`src/rtl/dmc_pkg.sv`:
```
`timescale 1ns/1ps
package dmc_pkg;

  // Strobes from the control to the datapath for one cycle
  typedef struct packed {
    logic writeHit;   // update cached byte at lookup address
    logic fillLine;   // install the response block into the latched line
    logic latchAddr;  // capture the missing address
    logic fillSel;    // route response byte and block address outward
    logic cntHit;     // count one hit
    logic cntMiss;    // count one miss
  } dmc_ctrl_t;

  typedef enum logic {
    ST_IDLE = 1'b0,
    ST_FILL = 1'b1
  } dmc_state_e;

endpackage

```
`src/rtl/dmc_counter.sv`:
```
`timescale 1ns/1ps
module dmc_counter #(
  parameter int W = 16
) (
  input  logic         clk,
  input  logic         rst,
  input  logic         inc,
  output logic [W-1:0] count
);
  always_ff @(posedge clk) begin
    if (rst)      count <= '0;
    else if (inc) count <= count + 1'b1;
  end
endmodule

```
`src/rtl/dmc_ctrl.sv`:
```
`timescale 1ns/1ps
module dmc_ctrl
  import dmc_pkg::*;
(
  input  logic      clk,
  input  logic      rst,
  input  logic      cpuReq,
  input  logic      cpuWe,
  input  logic      lookupHit,
  input  logic      memRespValid,
  output logic      cpuReady,
  output logic      memReq,
  output logic      memWe,
  output dmc_ctrl_t ctl
);
  dmc_state_e state, stateNext;

  always_ff @(posedge clk) begin
    if (rst) state <= ST_IDLE;
    else     state <= stateNext;
  end

  always_comb begin
    stateNext = state;
    ctl       = '0;
    cpuReady  = 1'b0;
    memReq    = 1'b0;
    memWe     = 1'b0;
    unique case (state)
      ST_IDLE: begin
        if (cpuReq) begin
          if (cpuWe) begin
            // write-through, no allocation on miss
            cpuReady     = 1'b1;
            memWe        = 1'b1;
            ctl.writeHit = lookupHit;
            ctl.cntHit   = lookupHit;
            ctl.cntMiss  = !lookupHit;
          end else if (lookupHit) begin
            cpuReady   = 1'b1;
            ctl.cntHit = 1'b1;
          end else begin
            ctl.latchAddr = 1'b1;
            ctl.cntMiss   = 1'b1;
            stateNext     = ST_FILL;
          end
        end
      end
      ST_FILL: begin
        memReq      = 1'b1;
        ctl.fillSel = 1'b1;
        if (memRespValid) begin
          ctl.fillLine = 1'b1;
          cpuReady     = 1'b1;
          stateNext    = ST_IDLE;
        end
      end
      default: stateNext = ST_IDLE;
    endcase
  end
endmodule

```
`src/rtl/dmc_datapath.sv`:
```
`timescale 1ns/1ps
module dmc_datapath
  import dmc_pkg::*;
#(
  parameter int ADDR_W = 4,
  parameter int IDX_W  = 2,
  parameter int OFF_W  = 1,
  parameter int CNT_W  = 16
) (
  input  logic                           clk,
  input  logic                           rst,
  input  dmc_ctrl_t                      ctl,
  input  logic [ADDR_W-1:0]              cpuAddr,
  input  logic [7:0]                     cpuWdata,
  input  logic [8*(1<<OFF_W)-1:0]        memRespData,
  output logic                           lookupHit,
  output logic [7:0]                     cpuRdata,
  output logic [ADDR_W-1:0]              memAddr,
  output logic [7:0]                     memWdata,
  output logic [CNT_W-1:0]               hitCount,
  output logic [CNT_W-1:0]               missCount
);
  localparam int TAG_W     = ADDR_W - IDX_W - OFF_W;
  localparam int SETS      = 1 << IDX_W;
  localparam int BLK_BYTES = 1 << OFF_W;

  // address fields
  logic [TAG_W-1:0] addrTag;
  logic [IDX_W-1:0] addrIdx;
  logic [OFF_W-1:0] addrOff;
  assign addrTag = cpuAddr[ADDR_W-1 -: TAG_W];
  assign addrIdx = cpuAddr[OFF_W +: IDX_W];
  assign addrOff = cpuAddr[OFF_W-1:0];

  // line storage
  logic             validBits [SETS];
  logic [TAG_W-1:0] tagMem    [SETS];
  logic [7:0]       dataMem   [SETS][BLK_BYTES];

  // captured miss address
  logic [TAG_W-1:0] latTag;
  logic [IDX_W-1:0] latIdx;
  logic [OFF_W-1:0] latOff;

  // response block as bytes
  logic [7:0] respBytes [BLK_BYTES];
  for (genvar k = 0; k < BLK_BYTES; k++) begin : g_resp
    assign respBytes[k] = memRespData[8*k +: 8];
  end

  always_ff @(posedge clk) begin
    if (ctl.latchAddr) begin
      latTag <= addrTag;
      latIdx <= addrIdx;
      latOff <= addrOff;
    end
  end

  always_ff @(posedge clk) begin
    if (rst) begin
      for (int i = 0; i < SETS; i++) validBits[i] <= 1'b0;
    end else if (ctl.fillLine) begin
      validBits[latIdx] <= 1'b1;
    end
  end

  always_ff @(posedge clk) begin
    if (ctl.fillLine) begin
      tagMem[latIdx] <= latTag;
      for (int k = 0; k < BLK_BYTES; k++) dataMem[latIdx][k] <= respBytes[k];
    end else if (ctl.writeHit) begin
      dataMem[addrIdx][addrOff] <= cpuWdata;
    end
  end

  assign lookupHit = validBits[addrIdx] && (tagMem[addrIdx] == addrTag);
  assign cpuRdata  = ctl.fillSel ? respBytes[latOff] : dataMem[addrIdx][addrOff];
  assign memAddr   = ctl.fillSel ? {latTag, latIdx, {OFF_W{1'b0}}} : cpuAddr;
  assign memWdata  = cpuWdata;

  dmc_counter #(.W(CNT_W)) u_hitCnt (
    .clk(clk), .rst(rst), .inc(ctl.cntHit), .count(hitCount)
  );
  dmc_counter #(.W(CNT_W)) u_missCnt (
    .clk(clk), .rst(rst), .inc(ctl.cntMiss), .count(missCount)
  );
endmodule

```
`src/rtl/dm_wt_cache.sv`:
```
`timescale 1ns/1ps
module dm_wt_cache
  import dmc_pkg::*;
#(
  parameter int ADDR_W = 4,
  parameter int IDX_W  = 2,
  parameter int OFF_W  = 1,
  parameter int CNT_W  = 16
) (
  input  logic                    clk,
  input  logic                    rst,
  input  logic                    cpuReq,
  input  logic                    cpuWe,
  input  logic [ADDR_W-1:0]       cpuAddr,
  input  logic [7:0]              cpuWdata,
  output logic                    cpuReady,
  output logic [7:0]              cpuRdata,
  output logic                    memReq,
  output logic                    memWe,
  output logic [ADDR_W-1:0]       memAddr,
  output logic [7:0]              memWdata,
  input  logic                    memRespValid,
  input  logic [8*(1<<OFF_W)-1:0] memRespData,
  output logic [CNT_W-1:0]        hitCount,
  output logic [CNT_W-1:0]        missCount
);
  dmc_ctrl_t ctl;
  logic      lookupHit;

  dmc_ctrl u_ctrl (
    .clk(clk), .rst(rst), .cpuReq(cpuReq), .cpuWe(cpuWe),
    .lookupHit(lookupHit), .memRespValid(memRespValid),
    .cpuReady(cpuReady), .memReq(memReq), .memWe(memWe), .ctl(ctl)
  );

  dmc_datapath #(
    .ADDR_W(ADDR_W), .IDX_W(IDX_W), .OFF_W(OFF_W), .CNT_W(CNT_W)
  ) u_dp (
    .clk(clk), .rst(rst), .ctl(ctl), .cpuAddr(cpuAddr), .cpuWdata(cpuWdata),
    .memRespData(memRespData), .lookupHit(lookupHit), .cpuRdata(cpuRdata),
    .memAddr(memAddr), .memWdata(memWdata),
    .hitCount(hitCount), .missCount(missCount)
  );
endmodule

```
`config.mk`:
```
export PLATFORM = sky130hd
export DESIGN_NAME = dm_wt_cache
export DESIGN_NICKNAME = d
export VERILOG_FILES = /design/src/rtl/dmc_pkg.sv /design/src/rtl/dmc_counter.sv /design/src/rtl/dmc_ctrl.sv /design/src/rtl/dmc_datapath.sv /design/src/rtl/dm_wt_cache.sv
export SDC_FILE = /design/constraint.sdc
export NUM_CORES = 1
export LEC_CHECK = 0
export ABC_CLOCK_PERIOD_IN_PS = 9600
export BUFFER_PORTS_ARGS = -buffer_cell sky130_fd_sc_hd__buf_2
export CAP_MARGIN = 20
export CORE_ASPECT_RATIO = 0.7
export CORE_MARGIN = 3
export CORE_UTILIZATION = 56
export CTS_CLUSTER_SIZE = 16
export DETAILED_ROUTE_END_ITERATION = 7
export GPL_TIMING_DRIVEN = 1
export HOLD_SLACK_MARGIN = 0.03
export PLACE_DENSITY = 0.84
export SETUP_SLACK_MARGIN = 0.4
export SLEW_MARGIN = 15
export SYNTH_ARGS = -nofsm -noshare
export SYNTH_HDL_FRONTEND = slang
export SYNTH_SLANG_ARGS = --single-unit
```
`constraint.sdc`:
```
create_clock -name clk -period 9.6 [get_ports clk]
set_input_delay 2.4 -clock clk [delete_from_list [all_inputs] [get_ports clk]]
set_output_delay 2.4 -clock clk [all_outputs]
set_load 0.01 [all_outputs]
```
==> flow_results.xml, run 1 <==
<?xml version="1.0" encoding="UTF-8"?>
<metrics>
  <group name="synthesis">
    <metric name="synth.ff_latch_count" unit="">109</metric>
    <metric name="synth_top_area_cell" unit="">edfxtp_1</metric>
    <metric name="synth.lib_cells_used.distinct" unit="">38</metric>
    <metric name="syn-mean-instance-area" unit="um^2">12.6</metric>
    <metric name="netlist_area" unit="um^2">5390</metric>
    <metric name="syn-instance-count" unit="">428</metric>
    <metric name="yosys_warnings" unit="">0</metric>
    <metric name="syn-num-nets" unit="">463</metric>
    <metric name="seq_area_frac_synth" unit="%">54.6</metric>
    <metric name="yosysTopAreaCellShare" unit="%">42.3</metric>
    <metric name="ys_top_cells_by_area" unit="">edfxtp_1, dfxtp_1, mux2_2</metric>
  </group>
  <group name="critical_path">
    <metric name="cp_max_fo" unit="">25</metric>
    <metric name="critical_path_arrival" unit="ns">4.62</metric>
    <metric name="worstSetupEndpointType" unit="">output port</metric>
    <metric name="path_buf_inv" unit="">3</metric>
    <metric name="cp_slowest_cell" unit="">mux4_2</metric>
    <metric name="worst-r2r-cell-count" unit="">5</metric>
    <metric name="critical_path.most_common_cell" unit="">buf_2</metric>
    <metric name="timing.critical_path.slowest_cell_delay" unit="ns">0.68</metric>
    <metric name="critical_path_class" unit="">in -&gt; out</metric>
    <metric name="cells_along_the_critical_path" unit="">buf_2 -&gt; mux4_2 -&gt; xor2_1 -&gt; buf_4 -&gt; nor3_1 -&gt; a211o_1 -&gt; buf_2</metric>
    <metric name="critical_path_cell_count" unit="">7</metric>
    <metric name="rrSetupSlack" unit="ns">6.31</metric>
    <metric name="regToRegEndpoint" unit="">u_dp.dataMem[1][12]$_DFFE_PP_</metric>
    <metric name="cp_top_family" unit="">buffers and inverters</metric>
    <metric name="startpoint_type" unit="">input pin</metric>
    <metric name="reg2reg_from" unit="">u_dp.tagMem[3]$_DFFE_PP_</metric>
    <metric name="cp_data_required_time" unit="ns">7.20</metric>
  </group>
  <group name="floorplanning">
    <metric name="design.die.area" unit="um^2">10900</metric>
    <metric name="fp.dieW" unit="um">123</metric>
    <metric name="top_level_ports" unit="">88</metric>
    <metric name="rows" unit="">29</metric>
    <metric name="die_height" unit="um">88.1</metric>
    <metric name="start_util" unit="%">58.5</metric>
    <metric name="coreArea" unit="um^2">9220</metric>
  </group>
  <group name="clock_tree">
    <metric name="cts_htree_levels" unit="">3</metric>
    <metric name="cts_hold_buffers" unit="">0</metric>
    <metric name="clkSinkCount" unit="">109</metric>
    <metric name="cts_max_path_bufs" unit="">2</metric>
    <metric name="post_cts_sizing" unit="">0</metric>
    <metric name="root_buffer" unit="">clkbuf_16</metric>
    <metric name="cts-buffers-inserted" unit="">9</metric>
    <metric name="clk_transition_reported_paths" unit="ns">0.07</metric>
    <metric name="tritoncts" unit="">done</metric>
    <metric name="post_cts_buffers" unit="">0</metric>
    <metric name="clk_latency" unit="ns">0.35</metric>
  </group>
  <group name="min_path">
    <metric name="min_path_cells" unit="">2</metric>
    <metric name="holdCritStartpoint" unit="">u_dp.u_missCnt.count[1]$_SDFFE_PP0P_</metric>
    <metric name="hold_path_end" unit="">u_dp.u_missCnt.count[1]$_SDFFE_PP0P_</metric>
    <metric name="worst_hold_path_type" unit="">reg -&gt; reg</metric>
  </group>
  <group name="run">
    <metric name="maxCapViolCount" unit="">0</metric>
  </group>
  <group name="timing">
    <metric name="rsz0062_at_grt" unit="">false</metric>
    <metric name="tightestPinTransition" unit="ns">0.749</metric>
    <metric name="finalSetupViolCount" unit="">0</metric>
    <metric name="timing.final.crit_period" unit="ns">7.02</metric>
    <metric name="worst_rel_slew_slack" unit="%">50.1</metric>
    <metric name="final_hold_viol_count" unit="">0</metric>
    <metric name="achievable-frequency" unit="MHz">142</metric>
    <metric name="finalCritPeriodShare" unit="%">73.2</metric>
    <metric name="slew_violations" unit="">0</metric>
    <metric name="finalSetupTns" unit="ns">0</metric>
    <metric name="worst_slack" unit="ns">2.58</metric>
    <metric name="clock_skew" unit="ns">0.00714</metric>
  </group>
  <group name="route">
    <metric name="detail_route.first_pass.iterations" unit="">5</metric>
    <metric name="drc" unit="">0</metric>
    <metric name="routed_via_density" unit="">5.97</metric>
    <metric name="detail_route.wl_per_cell" unit="um">18.9</metric>
    <metric name="wirelength" unit="mm">11.9</metric>
    <metric name="postRouteAntennaNets" unit="">0</metric>
    <metric name="initialDrtViolationCount" unit="">342</metric>
    <metric name="route.vias.total" unit="">3753</metric>
  </group>
  <group name="finish">
    <metric name="antenna-diode-count" unit="">0</metric>
    <metric name="fillCellCount" unit="">684</metric>
    <metric name="area_delta_synth_final" unit="%">14.0</metric>
    <metric name="final_nets" unit="">535</metric>
    <metric name="layout-drive-gt1-share" unit="%">35.4</metric>
  </group>
  <group name="global_routing">
    <metric name="grt_pass1_vias" unit="">3544</metric>
    <metric name="grt.overflow.total" unit="">0</metric>
    <metric name="largest_net_degree_at_the_start_of_global_routing" unit="">70</metric>
    <metric name="grt_pass1_wl" unit="mm">18.6</metric>
    <metric name="globalRouteTotalUtil" unit="%">22.9</metric>
    <metric name="initial_antenna_violation_count" unit="">0</metric>
  </group>
  <group name="run_status">
    <metric name="outcome" unit="">completed</metric>
  </group>
  <group name="place">
    <metric name="gp_congestion" unit="">0.799</metric>
    <metric name="dp_slack" unit="ns">2.54</metric>
    <metric name="port_buffers" unit="">87</metric>
    <metric name="dp.final_hpwl" unit="mm">8.19</metric>
  </group>
  <group name="power_and_ir_drop">
    <metric name="power.density_cell_area" unit="nW/um^2">153</metric>
    <metric name="p_leak" unit="nW">2.34</metric>
    <metric name="ir_drop" unit="V">0.000108</metric>
    <metric name="p_total" unit="mW">0.941</metric>
  </group>
</metrics>
==> registers in the layout, indices dropped and copies added, names as in the netlist <==
name and cells:
u_dp.u_hitCnt.count 16, u_dp.u_missCnt.count 16, u_dp.latTag 1, u_dp.validBits 4, u_dp.latOff 1, u_ctrl.state 1, u_dp.tagMem 4, u_dp.latIdx 2
u_dp.dataMem 64
==> layout make-up <==
cell class | count | area (um^2) | area share, %
Clock buffer | 10 | 229 | 3.73
Multi-Input combinational cell | 274 | 2220 | 36.2
Timing Repair Buffer | 99 | 538 | 8.75
Tap cell | 124 | 155 | 2.52
Sequential cell | 109 | 2940 | 47.9
Inverter | 7 | 26.3 | 0.428
Clock inverter | 6 | 30.0 | 0.489
==> power by group <==
group          leakage (nW)  switching, mW  internal (mW)
Combinational          1.25         0.0568         0.0382
Sequential            0.957        0.00460          0.510
Clock                 0.129          0.159          0.173
==> synthesized netlist by cell type (all sizes together) <==
cell type / n
a2111oi: 7
a211o: 1
a211oi: 11
a21oi: 18
and2: 4
and3: 2
and4: 1
and4b: 1
buf: 19
clkbuf: 19
dfxtp: 33
edfxtp: 76
ha: 2
inv: 7
mux2: 45
mux2i: 11
mux4: 18
nand2: 12
nand2b: 8
nand3: 13
nand4: 14
nand4b: 1
nor2: 29
nor2b: 37
nor3: 5
nor4: 9
nor4b: 2
o21ai: 7
o31ai: 4
o41ai: 4
or2: 3
or4: 3
xnor2: 1
xor2: 1
==> placed cells by master, fill, tap and decap left out, types with 8 or more instances in the layout <==
| cell type | n |
|---|---|
| a211oi_1 | 11 |
| nand2_1 | 12 |
| mux2_2 | 45 |
| edfxtp_1 | 76 |
| mux2i_1 | 11 |
| mux4_2 | 18 |
| nor4_1 | 9 |
| dfxtp_1 | 33 |
| nor2b_1 | 37 |
| nand4_1 | 14 |
| buf_4 | 11 |
| nand2b_1 | 8 |
| clkbuf_16 | 9 |
| a21oi_1 | 18 |
| buf_2 | 87 |
| nor2_1 | 29 |
| nand3_1 | 12 |
==> cell families (layout without fill, tap and decap cells) <==
family / count (synthesis) / after routing / synth area share, %
adder cells (fa/ha/maj): 2 / 2 / 0.464
flip-flops: 109 / 109 / 54.6
XOR/XNOR: 2 / 2 / 0.673
buffers and inverters: 45 / 122 / 4.11
AO/OA/AOI/OAI: 52 / 52 / 6.36
multiplexers: 74 / 74 / 19.0
AND/OR/NAND/NOR: 144 / 144 / 14.8
==> how the worst max path moves through the flow <==
stage / to / startpoint / slack [ns]
after detailed placement: cpuReady / cpuAddr[1] / 2.54
after floorplan: cpuReady / cpuAddr[1] / 3.36
after global routing: cpuReady / cpuAddr[1] / 2.43
after CTS: cpuReady / cpuAddr[1] / 2.53
after global placement: cpuReady / cpuAddr[1] / 2.64
final: cpuReady / cpuAddr[1] / 2.58
==> through the flow <==
stage | std cells | util (%) | hold WS [ns] | instance area (um^2)
after global routing | 629 | 66.7 | 0.531 | 6150
after global placement | 612 | 63.7 | 0.476 | 5870
after floorplan | 428 | - | 0.476 | 5390
after detailed placement | 612 | 63.7 | 0.494 | 5870
after CTS | 628 | 66.5 | 0.507 | 6130
final | 629 | 66.7 | 0.504 | 6150
==> worst reg2reg max path: cells and delay by family, from the launching register on <==
kind                      cells  cell delay (ns)
and+or+nand+nor               1             0.61
muxes                         1             0.56
AOI/OAI and AO/OA             1             0.72
DFF                           1             0.36
buffers and inverters         1             0.29
xor gates and xnor gates      1             0.45
==> layer usage <==
| layer | global-route usage (%) | part of all wire, % |
|---|---|---|
| met1 | 32.3 | 44 |
| met3 | 5.81 | 7.5 |
| met2 | 35.4 | 48 |
| met5 | 0 | 0 |
| met4 | 6.83 | 1.1 |
No activity file was read; power rests on OpenSTA's default activity.
==> run 2, diff against run 1 <==
--- a/config.mk
+++ b/config.mk
@@ -5,17 +5,17 @@
 export SDC_FILE = /design/constraint.sdc
 export NUM_CORES = 1
 export LEC_CHECK = 0
-export ABC_CLOCK_PERIOD_IN_PS = 9600
+export ABC_CLOCK_PERIOD_IN_PS = 5730
 export BUFFER_PORTS_ARGS = -buffer_cell sky130_fd_sc_hd__buf_2
 export CAP_MARGIN = 20
 export CORE_ASPECT_RATIO = 0.7
 export CORE_MARGIN = 3
-export CORE_UTILIZATION = 56
+export CORE_UTILIZATION = 51
 export CTS_CLUSTER_SIZE = 16
 export DETAILED_ROUTE_END_ITERATION = 7
 export GPL_TIMING_DRIVEN = 1
 export HOLD_SLACK_MARGIN = 0.03
-export PLACE_DENSITY = 0.84
+export PLACE_DENSITY = 0.81
 export SETUP_SLACK_MARGIN = 0.4
 export SLEW_MARGIN = 15
 export SYNTH_ARGS = -nofsm -noshare
==> constraint.sdc (replaced) <==
create_clock -name clk -period 5.73 [get_ports clk]
set_input_delay 1.4325 -clock clk [delete_from_list [all_inputs] [get_ports clk]]
set_output_delay 1.4325 -clock clk [all_outputs]
set_load 0.01 [all_outputs]
==> run 2 against run 1 <==
  * Largest power group unchanged
  * Cell area increased by 0.86%
  * Critical path depth is 1 lower
  * Cell count is 0.64% higher
  * Sequential share of layout area shrank 0.41 points
  * Utilization is 4.6 points lower
  * Register-to-register slack got worse by 3.7 ns
  * Via count down 0.32%
  * Critical path type unchanged
==> flow_results.xml, run 2 (synthesized netlist as in run 1, its figures left out) <==
<?xml version="1.0" encoding="UTF-8"?>
<metrics>
  <group name="run_status">
    <metric name="outcome" unit="">completed</metric>
  </group>
  <group name="floorplanning">
    <metric name="rows" unit="">30</metric>
    <metric name="start_util" unit="%">54.0</metric>
    <metric name="die_height" unit="um">92.0</metric>
    <metric name="fp.dieW" unit="um">129</metric>
    <metric name="top_level_ports" unit="">88</metric>
    <metric name="design.die.area" unit="um^2">11900</metric>
    <metric name="coreArea" unit="um^2">9980</metric>
  </group>
  <group name="global_routing">
    <metric name="grt_pass1_wl" unit="mm">18.9</metric>
    <metric name="grt.overflow.total" unit="">0</metric>
    <metric name="globalRouteTotalUtil" unit="%">20.2</metric>
    <metric name="largest_net_degree_at_the_start_of_global_routing" unit="">70</metric>
    <metric name="initial_antenna_violation_count" unit="">0</metric>
    <metric name="grt_pass1_vias" unit="">3669</metric>
  </group>
  <group name="finish">
    <metric name="area_taken_by_multi_input_logic_gates" unit="um^2">2220</metric>
    <metric name="most-common-layout-cells" unit="">buf_2, edfxtp_1, mux2_2</metric>
    <metric name="final_cell_count_no_fill" unit="">633</metric>
    <metric name="layout-drive-gt1-share" unit="%">36.0</metric>
    <metric name="fillCellCount" unit="">762</metric>
    <metric name="area_delta_synth_final" unit="%">15.0</metric>
    <metric name="largest_register_ff_count" unit="">64</metric>
    <metric name="final_common_cell" unit="">buf_2</metric>
    <metric name="area.sequential" unit="um^2">2940</metric>
    <metric name="final_area" unit="um^2">6200</metric>
    <metric name="final_nets" unit="">535</metric>
    <metric name="antenna-diode-count" unit="">0</metric>
    <metric name="regMostFlops" unit="">u_dp.dataMem</metric>
    <metric name="reg.largest.list" unit="">u_dp.dataMem x64, u_dp.u_hitCnt.count x16, u_dp.u_missCnt.count x16</metric>
    <metric name="final_core_utilization" unit="%">62.1</metric>
  </group>
  <group name="timing">
    <metric name="final_hold_viol_count" unit="">0</metric>
    <metric name="hold_ws" unit="ns">0.491</metric>
    <metric name="tightestPinTransition" unit="ns">0.778</metric>
    <metric name="worst_rel_slew_slack" unit="%">48.1</metric>
    <metric name="clock_skew" unit="ns">0.00720</metric>
    <metric name="finalSetupTns" unit="ns">0</metric>
    <metric name="achievable-frequency" unit="MHz">204</metric>
    <metric name="finalSetupViolCount" unit="">0</metric>
    <metric name="slew_violations" unit="">0</metric>
    <metric name="finalCritPeriodShare" unit="%">85.5</metric>
    <metric name="rsz0062_at_grt" unit="">false</metric>
    <metric name="timing.final.crit_period" unit="ns">4.90</metric>
    <metric name="worst_slack" unit="ns">0.832</metric>
  </group>
  <group name="critical_path">
    <metric name="timing.critical_path.slowest_cell_delay" unit="ns">0.68</metric>
    <metric name="cp_max_fo" unit="">25</metric>
    <metric name="cp_top_family" unit="">buffers and inverters</metric>
    <metric name="cp_slowest_cell" unit="">mux4_2</metric>
    <metric name="worstSetupEndpointType" unit="">output port</metric>
    <metric name="cells_along_the_critical_path" unit="">buf_2 -&gt; mux4_2 -&gt; xor2_1 -&gt; nor3_1 -&gt; a211o_1 -&gt; buf_2</metric>
    <metric name="startpoint_type" unit="">input pin</metric>
    <metric name="critical_path.most_common_cell" unit="">buf_2</metric>
    <metric name="cp_data_required_time" unit="ns">4.30</metric>
    <metric name="critical_path_arrival" unit="ns">3.47</metric>
    <metric name="path_buf_inv" unit="">2</metric>
    <metric name="critical_path_class" unit="">in -&gt; out</metric>
  </group>
  <group name="place">
    <metric name="dp.final_hpwl" unit="mm">8.25</metric>
    <metric name="dp_cells" unit="">616</metric>
    <metric name="gp_congestion" unit="">0.824</metric>
    <metric name="port_buffers" unit="">87</metric>
    <metric name="dp_slack" unit="ns">0.810</metric>
    <metric name="placed_cell_area" unit="um^2">5870</metric>
  </group>
  <group name="route">
    <metric name="met2_length" unit="mm">5.87</metric>
    <metric name="drc" unit="">0</metric>
    <metric name="postRouteAntennaNets" unit="">0</metric>
    <metric name="routed.top_layer" unit="">met4</metric>
    <metric name="routed_via_density" unit="">5.91</metric>
    <metric name="wirelength" unit="mm">11.8</metric>
    <metric name="detail_route.wirelength.met1" unit="mm">5.12</metric>
    <metric name="detail_route.first_pass.iterations" unit="">5</metric>
    <metric name="initialDrtViolationCount" unit="">302</metric>
    <metric name="wl_met3" unit="um">699</metric>
    <metric name="detail_route.wl_per_cell" unit="um">18.7</metric>
    <metric name="route.vias.total" unit="">3741</metric>
  </group>
  <group name="clock_tree">
    <metric name="cts-buffers-inserted" unit="">9</metric>
    <metric name="cts_max_path_bufs" unit="">2</metric>
    <metric name="clk_latency" unit="ns">0.34</metric>
    <metric name="post_cts_buffers" unit="">0</metric>
    <metric name="cts_hold_buffers" unit="">0</metric>
    <metric name="clk_transition_reported_paths" unit="ns">0.07</metric>
    <metric name="cts_htree_levels" unit="">3</metric>
    <metric name="post_cts_sizing" unit="">0</metric>
    <metric name="tritoncts" unit="">done</metric>
    <metric name="root_buffer" unit="">clkbuf_16</metric>
    <metric name="clkSinkCount" unit="">109</metric>
  </group>
  <group name="run">
    <metric name="maxCapViolCount" unit="">0</metric>
  </group>
  <group name="min_path">
    <metric name="worst_hold_path_type" unit="">reg -&gt; reg</metric>
  </group>
  <group name="power_and_ir_drop">
    <metric name="p_leak" unit="nW">2.36</metric>
    <metric name="power.density_cell_area" unit="nW/um^2">265</metric>
    <metric name="p_total" unit="mW">1.64</metric>
    <metric name="internal_power_consumption" unit="mW">1.26</metric>
    <metric name="seq_power_share" unit="%">52.5</metric>
    <metric name="power.share.switching" unit="%">23.2</metric>
    <metric name="netSwitchingPower" unit="mW">0.381</metric>
    <metric name="power.share.clock" unit="%">37.6</metric>
    <metric name="power.combinational.fraction" unit="%">9.9</metric>
    <metric name="ir_drop" unit="V">0.000169</metric>
  </group>
</metrics>
[run 2: routing by layer]
layer	up-vias	GRT usage (%)
li1	1768	-
met1	1845	28.4
met3	10	4.13
met2	118	32.0
met4	0	5.86
met5	-	0
[run 2: area by class of cell]
class	count	share of cell area, %
clock buffers	9	3.63
clock inverters	7	1.19
inverters	7	0.424
multi-input cells	274	35.9
flip-flops and latches	109	47.5
well taps	128	2.58
repair buffers	99	8.80
[run 2: worst register-to-register path, stage by stage (launching register included)]
cell and delay, ns:
edfxtp_1 0.39, mux4_2 0.56, xnor2_4 0.46, nand3_2 0.59, o41ai_1 0.52, buf_4 0.27
[run 2: path summary, 6_finish.rpt]
check                                                            to  slack, ns                           startpoint  depth (start not counted)
worst max-delay path                                       cpuReady       0.83                           cpuAddr[1]                          6
worst min-delay path            u_dp.u_hitCnt.count[4]$_SDFFE_PP0P_       0.49  u_dp.u_hitCnt.count[4]$_SDFFE_PP0P_                          2
worst max register to register        u_dp.dataMem[2][15]$_DFFE_PP_       2.64             u_dp.tagMem[2]$_DFFE_PP_                          5
worst min register to register  u_dp.u_hitCnt.count[4]$_SDFFE_PP0P_       0.49  u_dp.u_hitCnt.count[4]$_SDFFE_PP0P_                          2
[run 2: power groups by stage]
stage               sequential [mW]  clock (mW)  combinational, mW
finish                        0.861       0.617              0.163
CTS                           0.861       0.627              0.161
floorplan                     0.877           0              0.110
global route                  0.862       0.662              0.177
detailed placement            0.879           0              0.160
global placement              0.878           0              0.155
